File: config.mk
export PLATFORM = sky130hd
export DESIGN_NAME = ide_dma_seq
export DESIGN_NICKNAME = d
export VERILOG_FILES = /design/src/rtl/ide_seq_pkg.sv /design/src/rtl/ide_seq_cnt.sv /design/src/rtl/ide_seq_off.sv /design/src/rtl/ide_seq_ctrl.sv /design/src/rtl/ide_dma_seq.sv
export SDC_FILE = /design/constraint.sdc
export NUM_CORES = 1
export LEC_CHECK = 0
export BUFFER_PORTS_ARGS = -buffer_cell sky130_fd_sc_hd__clkbuf_2
export CAP_MARGIN = 20
export CORE_ASPECT_RATIO = 1.4
export CORE_MARGIN = 2
export CORE_UTILIZATION = 42
export DETAILED_ROUTE_END_ITERATION = 8
export PLACE_DENSITY_LB_ADDON = 0.2
export SLEW_MARGIN = 5
export SYNTH_ARGS = -nofsm -noshare
export SYNTH_HDL_FRONTEND = slang
export SYNTH_SLANG_ARGS = --single-unit
File: constraint.sdc
create_clock -name clk -period 4.45 [get_ports clk]
set_input_delay 0 -clock clk [delete_from_list [all_inputs] [get_ports clk]]
set_output_delay 0 -clock clk [all_outputs]
set_load 0.05 [all_outputs]
File: src/rtl/ide_seq_pkg.sv
package ide_seq_pkg;

   typedef enum logic [1:0] {
      OP_READ  = 2'd0,
      OP_WRITE = 2'd1,
      OP_TRIM  = 2'd2,
      OP_COPY  = 2'd3
   } op_e;

   typedef enum logic [1:0] {
      STAT_READY_SEEK = 2'd0,
      STAT_CMD_OK     = 2'd1,
      STAT_DMA_ERR    = 2'd2,
      STAT_IO_ERR     = 2'd3
   } stat_e;

   typedef enum logic {
      ST_IDLE = 1'b0,
      ST_BUSY = 1'b1
   } st_e;

   typedef enum logic [2:0] {
      D_PARK   = 3'd0,
      D_FINISH = 3'd1,
      D_EMPTY  = 3'd2,
      D_COPY   = 3'd3,
      D_BADCMD = 3'd4,
      D_BLOCK  = 3'd5
   } dec_e;

   function automatic int imax(input int a, input int b);
      return (a > b) ? a : b;
   endfunction

endpackage

File: src/rtl/ide_seq_cnt.sv
module ide_seq_cnt #(
   parameter int TOTW = 17,
   parameter int LENW = 16,
   parameter int RW   = 19
) (
   input  logic                 clk,
   input  logic                 rst_n,
   input  logic                 load,
   input  logic [TOTW-1:0]      load_total,
   input  logic                 adv,
   input  logic [LENW-1:0]      adv_len,
   output logic signed [RW-1:0] rem,
   output logic [RW-1:0]        idx,
   output logic                 rem_pos
);

   logic signed [RW-1:0] rem_q;
   logic [RW-1:0]        idx_q;
   logic [RW-1:0]        len_ext;
   logic [RW-1:0]        cons;

   initial begin
      assert (RW > TOTW && RW > LENW)
         else $error("ide_seq_cnt: RW must exceed TOTW and LENW");
   end

   assign len_ext = RW'(adv_len);

   always_ff @(posedge clk) begin
      if (!rst_n) begin
         rem_q <= '0;
         idx_q <= '0;
      end else if (load) begin
         rem_q <= $signed(RW'(load_total));
         idx_q <= '0;
      end else if (adv) begin
         rem_q <= rem_q - $signed(len_ext);
         idx_q <= idx_q + len_ext;
      end
   end

   assign rem     = rem_q;
   assign idx     = idx_q;
   assign rem_pos = (rem_q != '0) && !rem_q[RW-1];
   assign cons    = $unsigned(rem_q) + idx_q;

   // bytes move from remaining to index, their sum is preserved
   assert_conserve_R7: assert property (@(posedge clk) disable iff (!rst_n)
      (adv && !load) |=> (cons == $past(cons)));

   // a load clears the index and sets the total
   assert_load_R2: assert property (@(posedge clk) disable iff (!rst_n)
      load |=> (idx_q == '0 && rem_q == $signed(RW'($past(load_total)))));

endmodule

File: src/rtl/ide_seq_off.sv
module ide_seq_off #(
   parameter int LBAW     = 24,
   parameter int RW       = 19,
   parameter int OFFW     = 36,
   parameter int OPT_BLK  = 2048,
   parameter int DISK_BLK = 512
) (
   input  logic            optical,
   input  logic [LBAW-1:0] lba,
   input  logic [RW-1:0]   idx,
   output logic [OFFW-1:0] offset
);

   localparam int OSH = $clog2(OPT_BLK);
   localparam int DSH = $clog2(DISK_BLK);

   logic [OFFW-1:0] lba_w;
   logic [OFFW-1:0] base;

   initial begin
      assert ((1 << OSH) == OPT_BLK) else $error("ide_seq_off: OPT_BLK not a power of two");
      assert ((1 << DSH) == DISK_BLK) else $error("ide_seq_off: DISK_BLK not a power of two");
      assert (OFFW > LBAW + OSH && OFFW > LBAW + DSH && OFFW >= RW)
         else $error("ide_seq_off: OFFW too narrow");
   end

   assign lba_w = OFFW'(lba);

   generate
      if (OSH == DSH) begin : g_one_scale
         logic unused_kind;
         assign unused_kind = optical;
         assign base = lba_w << OSH;
      end else begin : g_two_scale
         assign base = optical ? (lba_w << OSH) : (lba_w << DSH);
      end
   endgenerate

   assign offset = base + OFFW'(idx);

endmodule

File: src/rtl/ide_seq_ctrl.sv
module ide_seq_ctrl
   import ide_seq_pkg::*;
#(
   parameter int SECW  = 8,
   parameter int LBAW  = 24,
   parameter int PKTW  = 17,
   parameter int ADDRW = 32,
   parameter int LENW  = 16,
   parameter int TOTW  = 17,
   parameter int RW    = 19,
   parameter int OFFW  = 36,
   parameter int DSH   = 9
) (
   input  logic                 clk,
   input  logic                 rst_n,
   input  logic                 start_valid,
   input  logic                 start_optical,
   input  logic [1:0]           start_cmd,
   input  logic [SECW-1:0]      start_sectors,
   input  logic [LBAW-1:0]      start_lba,
   input  logic [PKTW-1:0]      start_pkt_len,
   output logic                 kick,
   input  logic                 seg_valid,
   output logic                 seg_ready,
   input  logic [ADDRW-1:0]     seg_addr,
   input  logic [LENW-1:0]      seg_len,
   output logic                 seg_end,
   output logic                 seg_park,
   output logic                 req_valid,
   output logic [1:0]           req_op,
   output logic [OFFW-1:0]      req_offset,
   output logic [ADDRW-1:0]     req_addr,
   output logic [LENW-1:0]      req_len,
   input  logic                 rsp_valid,
   input  logic                 rsp_err,
   output logic                 xfer_done,
   output logic                 xfer_err,
   output logic [1:0]           stat_code,
   output logic                 drive_irq,
   input  logic                 flush_req,
   output logic                 flush_ack,
   output logic                 cnt_load,
   output logic [TOTW-1:0]      cnt_total,
   output logic                 cnt_adv,
   output logic [LENW-1:0]      cnt_len,
   input  logic signed [RW-1:0] rem,
   input  logic                 rem_pos,
   input  logic [OFFW-1:0]      blk_offset,
   output logic                 opt_sel,
   output logic [LBAW-1:0]      lba_sel
);

   st_e               state_q;
   dec_e              dec;
   op_e               req_op_q;
   stat_e             stat_q;
   logic              active_q, opt_q, copy_q;
   logic [1:0]        cmd_q;
   logic [LBAW-1:0]   lba_q;
   logic              kick_q, seg_end_q, seg_park_q, done_q, err_q, irq_q, fack_q;
   logic              req_valid_q;
   logic [OFFW-1:0]   req_offset_q;
   logic [ADDRW-1:0]  req_addr_q;
   logic [LENW-1:0]   req_len_q;
   logic              start_fire;
   logic              nonblock;
   logic [TOTW-1:0]   sec_w;
   logic [LENW-1:0]   copy_len;

   assign seg_ready  = (state_q == ST_IDLE);
   assign start_fire = start_valid && (state_q == ST_IDLE);
   assign nonblock   = opt_q && (&lba_q);

   // remaining count in bytes on a start
   assign sec_w     = TOTW'(start_sectors);
   assign cnt_total = start_optical ? TOTW'(start_pkt_len) : (sec_w << DSH);
   assign cnt_load  = start_fire;

   // segment classification, in priority order
   always_comb begin
      if (!active_q)                       dec = D_PARK;
      else if (!rem_pos)                   dec = D_FINISH;
      else if (seg_len == '0)              dec = D_EMPTY;
      else if (nonblock)                   dec = D_COPY;
      else if (!opt_q && cmd_q == 2'd3)    dec = D_BADCMD;
      else                                 dec = D_BLOCK;
   end

   assign cnt_adv = seg_valid && seg_ready && (dec == D_BLOCK);
   assign cnt_len = seg_len;

   // rem is positive when a copy is issued
   assign copy_len = ($unsigned(rem) < RW'(seg_len)) ? rem[LENW-1:0] : seg_len;

   always_ff @(posedge clk) begin
      if (!rst_n) begin
         state_q      <= ST_IDLE;
         active_q     <= 1'b0;
         opt_q        <= 1'b0;
         copy_q       <= 1'b0;
         cmd_q        <= 2'd0;
         lba_q        <= '0;
         kick_q       <= 1'b0;
         seg_end_q    <= 1'b0;
         seg_park_q   <= 1'b0;
         done_q       <= 1'b0;
         err_q        <= 1'b0;
         irq_q        <= 1'b0;
         fack_q       <= 1'b0;
         stat_q       <= STAT_READY_SEEK;
         req_valid_q  <= 1'b0;
         req_op_q     <= OP_READ;
         req_offset_q <= '0;
         req_addr_q   <= '0;
         req_len_q    <= '0;
      end else begin
         kick_q     <= 1'b0;
         seg_end_q  <= 1'b0;
         seg_park_q <= 1'b0;
         done_q     <= 1'b0;
         err_q      <= 1'b0;
         irq_q      <= 1'b0;
         fack_q     <= flush_req && (state_q == ST_IDLE) && !fack_q;

         if (state_q == ST_IDLE) begin
            if (seg_valid) begin
               unique case (dec)
                  D_PARK: seg_park_q <= 1'b1;
                  D_FINISH: begin
                     done_q    <= 1'b1;
                     stat_q    <= opt_q ? STAT_CMD_OK : STAT_READY_SEEK;
                     irq_q     <= !opt_q;
                     active_q  <= 1'b0;
                     seg_end_q <= 1'b1;
                  end
                  D_EMPTY: seg_end_q <= 1'b1;
                  D_BADCMD: begin
                     err_q     <= 1'b1;
                     stat_q    <= STAT_DMA_ERR;
                     active_q  <= 1'b0;
                     seg_end_q <= 1'b1;
                  end
                  D_COPY: begin
                     req_valid_q  <= 1'b1;
                     req_op_q     <= OP_COPY;
                     req_offset_q <= '0;
                     req_addr_q   <= seg_addr;
                     req_len_q    <= copy_len;
                     copy_q       <= 1'b1;
                     state_q      <= ST_BUSY;
                  end
                  default: begin
                     req_valid_q  <= 1'b1;
                     req_op_q     <= opt_q ? OP_READ : op_e'(cmd_q);
                     req_offset_q <= blk_offset;
                     req_addr_q   <= seg_addr;
                     req_len_q    <= seg_len;
                     state_q      <= ST_BUSY;
                  end
               endcase
            end
         end else if (rsp_valid) begin
            req_valid_q <= 1'b0;
            state_q     <= ST_IDLE;
            seg_end_q   <= 1'b1;
            copy_q      <= 1'b0;
            if (rsp_err) begin
               err_q    <= 1'b1;
               stat_q   <= opt_q ? STAT_IO_ERR : STAT_DMA_ERR;
               active_q <= 1'b0;
            end else if (copy_q) begin
               done_q   <= 1'b1;
               stat_q   <= STAT_CMD_OK;
               active_q <= 1'b0;
            end else if (!rem_pos) begin
               done_q   <= 1'b1;
               stat_q   <= opt_q ? STAT_CMD_OK : STAT_READY_SEEK;
               irq_q    <= !opt_q;
               active_q <= 1'b0;
            end
         end

         if (start_fire) begin
            opt_q    <= start_optical;
            cmd_q    <= start_cmd;
            lba_q    <= start_lba;
            active_q <= 1'b1;
            kick_q   <= 1'b1;
         end
      end
   end

   assign kick       = kick_q;
   assign seg_end    = seg_end_q;
   assign seg_park   = seg_park_q;
   assign req_valid  = req_valid_q;
   assign req_op     = req_op_q;
   assign req_offset = req_offset_q;
   assign req_addr   = req_addr_q;
   assign req_len    = req_len_q;
   assign xfer_done  = done_q;
   assign xfer_err   = err_q;
   assign stat_code  = stat_q;
   assign drive_irq  = irq_q;
   assign flush_ack  = fack_q;
   assign opt_sel    = opt_q;
   assign lba_sel    = lba_q;

   // an outstanding request holds its fields until completion
   assert_hold_R8: assert property (@(posedge clk) disable iff (!rst_n)
      (req_valid_q && !rsp_valid) |=>
         (req_valid_q && $stable(req_offset_q) && $stable(req_len_q) && $stable(req_op_q)));

   // no new segment is taken while a request is outstanding
   assert_single_R8: assert property (@(posedge clk) disable iff (!rst_n)
      req_valid_q |-> !seg_ready);

   // a kick follows a start
   assert_kick_R2: assert property (@(posedge clk) disable iff (!rst_n)
      kick_q |-> $past(start_valid));

   // parking happens only on an unarmed transfer
   assert_park_R3: assert property (@(posedge clk) disable iff (!rst_n)
      seg_park_q |-> !$past(active_q));

   // the interrupt comes only with a disk ready status
   assert_irq_R4: assert property (@(posedge clk) disable iff (!rst_n)
      irq_q |-> (done_q && stat_q == STAT_READY_SEEK));

   // done, error and park never coincide
   assert_excl_R11: assert property (@(posedge clk) disable iff (!rst_n)
      $onehot0({done_q, err_q, seg_park_q}));

   // a completion closes the descriptor on the next cycle
   assert_close_R9: assert property (@(posedge clk) disable iff (!rst_n)
      (state_q == ST_BUSY && rsp_valid) |=> (seg_end_q && !req_valid_q));

   // a flush is acknowledged only with no request outstanding
   assert_flush_R13: assert property (@(posedge clk) disable iff (!rst_n)
      fack_q |-> ($past(state_q == ST_IDLE) && $past(flush_req)));

endmodule

File: src/rtl/ide_dma_seq.sv
module ide_dma_seq
   import ide_seq_pkg::*;
#(
   parameter int SECW     = 8,
   parameter int LBAW     = 24,
   parameter int PKTW     = 17,
   parameter int ADDRW    = 32,
   parameter int LENW     = 16,
   parameter int OPT_BLK  = 2048,
   parameter int DISK_BLK = 512,
   parameter int OFFW     = 36
) (
   input  logic             clk,
   input  logic             rst_n,
   input  logic             start_valid,
   input  logic             start_optical,
   input  logic [1:0]       start_cmd,
   input  logic [SECW-1:0]  start_sectors,
   input  logic [LBAW-1:0]  start_lba,
   input  logic [PKTW-1:0]  start_pkt_len,
   output logic             kick,
   input  logic             seg_valid,
   output logic             seg_ready,
   input  logic [ADDRW-1:0] seg_addr,
   input  logic [LENW-1:0]  seg_len,
   output logic             seg_end,
   output logic             seg_park,
   output logic             req_valid,
   output logic [1:0]       req_op,
   output logic [OFFW-1:0]  req_offset,
   output logic [ADDRW-1:0] req_addr,
   output logic [LENW-1:0]  req_len,
   input  logic             rsp_valid,
   input  logic             rsp_err,
   output logic             xfer_done,
   output logic             xfer_err,
   output logic [1:0]       stat_code,
   output logic             drive_irq,
   input  logic             flush_req,
   output logic             flush_ack
);

   localparam int DSH  = $clog2(DISK_BLK);
   localparam int TOTW = imax(SECW + DSH, PKTW);
   localparam int RW   = imax(TOTW, LENW) + 2;

   initial begin
      assert (SECW >= 1 && LBAW >= 2 && PKTW >= 1 && LENW >= 1 && ADDRW >= 1)
         else $error("ide_dma_seq: field widths must be positive");
      assert (OFFW >= RW) else $error("ide_dma_seq: OFFW below counter width");
   end

   logic                 cnt_load, cnt_adv, rem_pos, opt_sel;
   logic [TOTW-1:0]      cnt_total;
   logic [LENW-1:0]      cnt_len;
   logic signed [RW-1:0] rem;
   logic [RW-1:0]        idx;
   logic [OFFW-1:0]      blk_offset;
   logic [LBAW-1:0]      lba_sel;

   ide_seq_ctrl #(
      .SECW(SECW), .LBAW(LBAW), .PKTW(PKTW), .ADDRW(ADDRW), .LENW(LENW),
      .TOTW(TOTW), .RW(RW), .OFFW(OFFW), .DSH(DSH)
   ) u_ctrl (
      .clk(clk), .rst_n(rst_n),
      .start_valid(start_valid), .start_optical(start_optical), .start_cmd(start_cmd),
      .start_sectors(start_sectors), .start_lba(start_lba), .start_pkt_len(start_pkt_len),
      .kick(kick),
      .seg_valid(seg_valid), .seg_ready(seg_ready), .seg_addr(seg_addr), .seg_len(seg_len),
      .seg_end(seg_end), .seg_park(seg_park),
      .req_valid(req_valid), .req_op(req_op), .req_offset(req_offset),
      .req_addr(req_addr), .req_len(req_len),
      .rsp_valid(rsp_valid), .rsp_err(rsp_err),
      .xfer_done(xfer_done), .xfer_err(xfer_err), .stat_code(stat_code), .drive_irq(drive_irq),
      .flush_req(flush_req), .flush_ack(flush_ack),
      .cnt_load(cnt_load), .cnt_total(cnt_total), .cnt_adv(cnt_adv), .cnt_len(cnt_len),
      .rem(rem), .rem_pos(rem_pos), .blk_offset(blk_offset),
      .opt_sel(opt_sel), .lba_sel(lba_sel)
   );

   ide_seq_cnt #(.TOTW(TOTW), .LENW(LENW), .RW(RW)) u_cnt (
      .clk(clk), .rst_n(rst_n),
      .load(cnt_load), .load_total(cnt_total),
      .adv(cnt_adv), .adv_len(cnt_len),
      .rem(rem), .idx(idx), .rem_pos(rem_pos)
   );

   ide_seq_off #(
      .LBAW(LBAW), .RW(RW), .OFFW(OFFW), .OPT_BLK(OPT_BLK), .DISK_BLK(DISK_BLK)
   ) u_off (
      .optical(opt_sel), .lba(lba_sel), .idx(idx), .offset(blk_offset)
   );

endmodule

Word level (Yosys, flattened, before mapping). Cells that the tools add are included.

ROM bits: 0. RAM bits: 0. Input bits: 107. Logic and storage cells: 139. Register bits after elaboration: 164. Memories kept: 0. Output and inout bits: 97. Bits in latches: 0.

$lt $le $gt $ge: 1. Divide/modulo/power cells: 0. Shift operators: 0. Multipliers: 0. Bitwise gates (word level): 4. Reduce and logical (&&, ||, !) cells: 31. Mux-type cells: 67. Equality and inequality tests: 11. Add/sub/neg operators: 3.

Operator list (number): case mux 36 bit (2 select lines) (1); 2-to-1 mux 17 bit (3); 2-to-1 mux 1 bit (47); adder 35 x 19 -> 36 bit (1); 2-to-1 mux 35 bit (1); case mux 16 bit (2 select lines) (1); AND reduction 24 bit (1); adder 19 x 16 -> 19 bit (1); < comparator 19 x 16 -> 1 bit (1); nonzero test 19 bit (1); subtractor 19 x 17 -> 19 bit (1); logical NOT 16 bit (1); 2-to-1 mux 16 bit (1); 2-to-1 mux 2 bit (7); 2-to-1 mux 3 bit (4); AND reduction 3 bit (3); nonzero test 3 bit (3); logical AND 1 bit (8); case mux 2 bit (2 select lines) (2); AND reduction 4 bit (2); equality test 3 x 2 -> 1 bit (second input constant) (2); equality test 3 bit (second input constant) (2); nonzero test 2 bit (3); OR reduction 3 bit (2); 12 further kinds (18).

Depth between registers and ports, before layout.
Word-level depth: 13. Mapped depth: 15. Depth with buffers taken out: 12.

Hierarchy. A second synthesis with hierarchy kept.

Cells, all modules: 1198. Area total of the unflattened synthesis: 9790.6 sq um.

Modules (own cells, without submodules): ide_seq_ctrl (instances 1, cells an instance 613, area an instance 5337.6 sq um); ide_seq_cnt (instances 1, cells an instance 402, area an instance 3104.2 sq um); ide_seq_off (instances 1, cells an instance 183, area an instance 1348.8 sq um).

Worst setup path before layout. OpenSTA, ideal clock, no wires.

Path type: flip-flop to flip-flop. Start: reg u_ctrl.opt_q, in the netlist u_ctrl.opt_sel. End: reg u_ctrl.req_offset_q[25], in the netlist u_ctrl.req_offset[25]. Path slack: 0.969 ns. Arrival: 3.365 ns. Setup time: 0.117 ns. Period minus slack after synthesis: 3.481 ns. Buffers on the path: 3. Data required time: 4.333 ns. Stages on the path, launching flop included: 14. Cell sequence: dfxtp_1 buf_2 buf_2 clkbuf_1 mux2_2 ha_1 nor2b_1 o21a_1 o21ai_1 a21oi_1 o41ai_4 nor2b_1 a221o_1 a22o_1.

Word-level cells in the longest chain between the ends: 11.

Ends and longest elaborated chain: from (decl) (line ide_seq_ctrl.sv:57) `logic active_q, opt_q, copy_q;`; from (signal assigned) (line ide_seq_ctrl.sv:184) `opt_q <= start_optical;`; branches (longest 11 deep; another with adder 35 x 19 -> 36 bit); to (signal assigned) (line ide_seq_ctrl.sv:155) `req_offset_q <= blk_offset;`; to (decl) (line ide_seq_ctrl.sv:62) `logic [OFFW-1:0] req_offset_q;`.

Several ways; the timed one is not identified. A chain may end at the register's enable or synchronous reset.

Worst setup path in the final report. Same ends and word-level chain as after synthesis.

==> reports/results.ini <==
[status]
status = finished, final reports clean

[grt]
grt_use_total_pct = 23.7
grt_pass1_vias = 8478
grt-ovfl-total = 0
grt_max_degree = 83
grt_pass1_wl_mm = 42.2
grt_antenna_before_repair = 0

[timing]
maxSlewViolCount = 0
skew_ns = 0.0101
period_minus_slack_ns = 3.34
setup_viol = 0
final_hold_viol_count = 0
max_slew.worst_pin.slew_ns = 0.892
rsz0062_at_grt = no
fmax_mhz = 299
min_period_over_period_pct = 75.1
slew_headroom_pct = 40.5
fin_tns_setup_ns = 0

[floorplan]
rows = 62
die_h_um = 174
dieArea_um2 = 21800
fp.coreArea_um2 = 20400
boundaryPins = 204
initial_utilization_pct = 42.4
chipWidth_um = 125

[synthesis]
ys_seq_area_share_pct = 37.9
synthCells = 1076
syn-num-nets = 1228
synthMuxAreaShare_pct = 6.18
synth_fa_ha_area_share_pct = 6.76
yosys.area_share.simple_pct = 20.5
yosysWarnings = 0
ys_seq_elements = 164
synthArstFlopShare_pct = 0
synth_top_family_by_area = simple AND/OR/NAND/NOR gates
synth_edf_count = 0
syn_area_per_cell_um2 = 8.05
yosysMostFrequentCell = nand2_1
ys.flop_type = dfxtp_1
synth.top_cell.area_share_pct = 37.9
synth_area_leaders = dfxtp_1 38%, nand2_1 9.0%, a21oi_1 8.5%, ha_1 6.1%, mux2i_1 4.6%
synthXorXnorAreaFrac_pct = 4.45
ys_types = 68
synth_area_um2 = 8660
yosysTopAreaCell = dfxtp_1
synth_common_cells = 208 x nand2_1, 164 x dfxtp_1, 147 x a21oi_1
synth_compound_area_share_pct = 19.9

[placement]
dp_hpwl_mm = 17.9
port_buffers = 203
placedCellCount = 1490
placed_area_um2 = 9850
place_congestion = 0.851

[worst_setup_path]
cp_num_buf_inv = 2
path_max_fanout = 17
critPathSlowestCell = o41ai_4
worst_path_most_repeated_cell = buf_4
cp_cell_sequence = buf_4, buf_4, mux2_2, ha_1, o21ai_1, a21oi_1, o41ai_4, nor2b_1, a221o_1, a22o_1
cp.required_ns = 4.78
end_kind = flip-flop
max_stage_delay_ns = 0.51
path_class = flip-flop to flip-flop
worst_ep_arrival_time_ns = 3.67
crit_family = compound AO/OA/AOI/OAI gates
crit_path_start_kind = flip-flop

[cells_and_area]
antenna_cells = 0
drive_gt1_share_pct = 19.9
fin_nets = 1503
fin_cells = 1620
fin_area_um2 = 11400
area_delta_synth_final_pct = 31.7
n_fill_cell = 1939

[clocking]
cts_sinks = 164
cts.clk_slew.worst_paths_ns = 0.07
cts_resized = 0
cts-root-buf = clkbuf_16
cts_tree = yes
h-tree-depth = 4
clockBufferDepth = 2
insertion_delay_ns = 0.43
cts_buffers = 17

[flow_run]
drv_cap = 0

[routing]
vias = 8609
drc_errors = 0
ant_nets = 0
wl_per_cell_um = 16.2
drt_pass1_iterations = 5
dr.first_iter.drc_count = 468
avgViaCountPerCell = 5.31
wirelength_mm = 26.2

[power]
leakage_nw = 5.01
ir_drop_mv = 0.289
power_density_nw_per_um2 = 336

[min_path]
min_path_type = primary input to flip-flop

## registers in the layout, summed over array words and instances (netlist names), 2 cells and up
register           flops
u_cnt.idx             19
u_ctrl.req_op          2
u_ctrl.cmd_q           2
u_cnt.rem             19
u_ctrl.req_addr       32
u_ctrl.req_len        16
u_ctrl.lba_sel        24
u_ctrl.req_offset     36
u_ctrl.stat_code       2
## layer usage
layer / global-route usage, % / up-vias / part of all wire [%]
met2: 43.0 / 223 / 51
met5: 0 / - / 0
li1: - / 4331 / -
met1: 27.8 / 4007 / 42
met4: 9.54 / 0 / 3.5
met3: 3.70 / 48 / 3.7
## power breakdown
group          internal (W)  switching [W]
clock network      0.000801       0.000650
registers           0.00154      0.0000636
logic              0.000300       0.000478
## layout by cell type, fill, tap and decap left out, types with 13 or more instances in the layout
| cell | netlist | final |
|---|---|---|
| dfxtp_1 | 164 | 164 |
| nand3_1 | 33 | 32 |
| clkbuf_16 | 0 | 17 |
| a21oi_1 | 147 | 147 |
| nand4_1 | 15 | 15 |
| o21ai_0 | 56 | 56 |
| ha_1 | 42 | 42 |
| nor3_1 | 15 | 15 |
| a21o_1 | 13 | 13 |
| nand2b_1 | 14 | 14 |
| xor2_1 | 16 | 16 |
| mux2i_1 | 40 | 40 |
| nor2_1 | 53 | 52 |
| nand2_1 | 208 | 208 |
| inv_1 | 31 | 30 |
| dlygate4sd3_1 | 0 | 98 |
| clkbuf_2 | 0 | 203 |
| xnor2_1 | 28 | 28 |
| a211oi_1 | 13 | 13 |
## what timing repair did
item                      in CTS  in global routing
hold buffers                  98                  0
hold endpoints to repair      92                  0
buffers inserted               0                  0
## worst min-delay path, cell delays in order
cell and delay [ns]:
clkbuf_2 0.15, mux2i_1 0.15, a21oi_1 0.08
## cell families after synthesis
kind of cell | count (synthesis)
AND/OR/NAND/NOR | 394
multiplexers | 52
XOR/XNOR | 44
AO/OA/AOI/OAI | 289
flip-flops | 164
adder cells (fa/ha/maj) | 45
buffers and inverters | 88
## worst paths after layout
path / slack, ns / cells past startpoint / endpoint / start
setup / recovery: 1.11 / 10 / u_ctrl.req_offset[25]$_SDFFE_PN0P_ / u_ctrl.opt_sel$_SDFFE_PN0P_
hold reg to reg: 0.44 / 1 / u_ctrl.flush_ack$_SDFF_PN0_ / u_ctrl.flush_ack$_SDFF_PN0_
hold / removal: 0.01 / 3 / u_ctrl.req_len[14]$_SDFFE_PN0P_ / seg_len[14]
setup reg to reg: 1.11 / 10 / u_ctrl.req_offset[25]$_SDFFE_PN0P_ / u_ctrl.opt_sel$_SDFFE_PN0P_
## area by class of cell
class | count | area, um^2 | area share [%]
multi-input combinational | 824 | 5020 | 44.0
sequential | 164 | 3280 | 28.8
timing repair buffer | 313 | 2090 | 18.3
clock buffer | 18 | 439 | 3.85
tap | 256 | 320 | 2.81
clock inverter | 14 | 140 | 1.23
inverter | 31 | 116 | 1.02
## per-stage QoR
stage                     utilization, %  hold slack, ns  setup slack (ns)  total power (W)
after floorplan                        -           0.136             0.969          0.00213
final                               55.9          0.0123              1.11          0.00383
after global placement              48.3           0.224              1.27          0.00233
after CTS                           55.9         0.00120              1.17          0.00386
after detailed placement            48.3           0.230              1.19          0.00234
after global routing                55.9          0.0323             0.926          0.00400
Power figures use the tool's default switching activity.
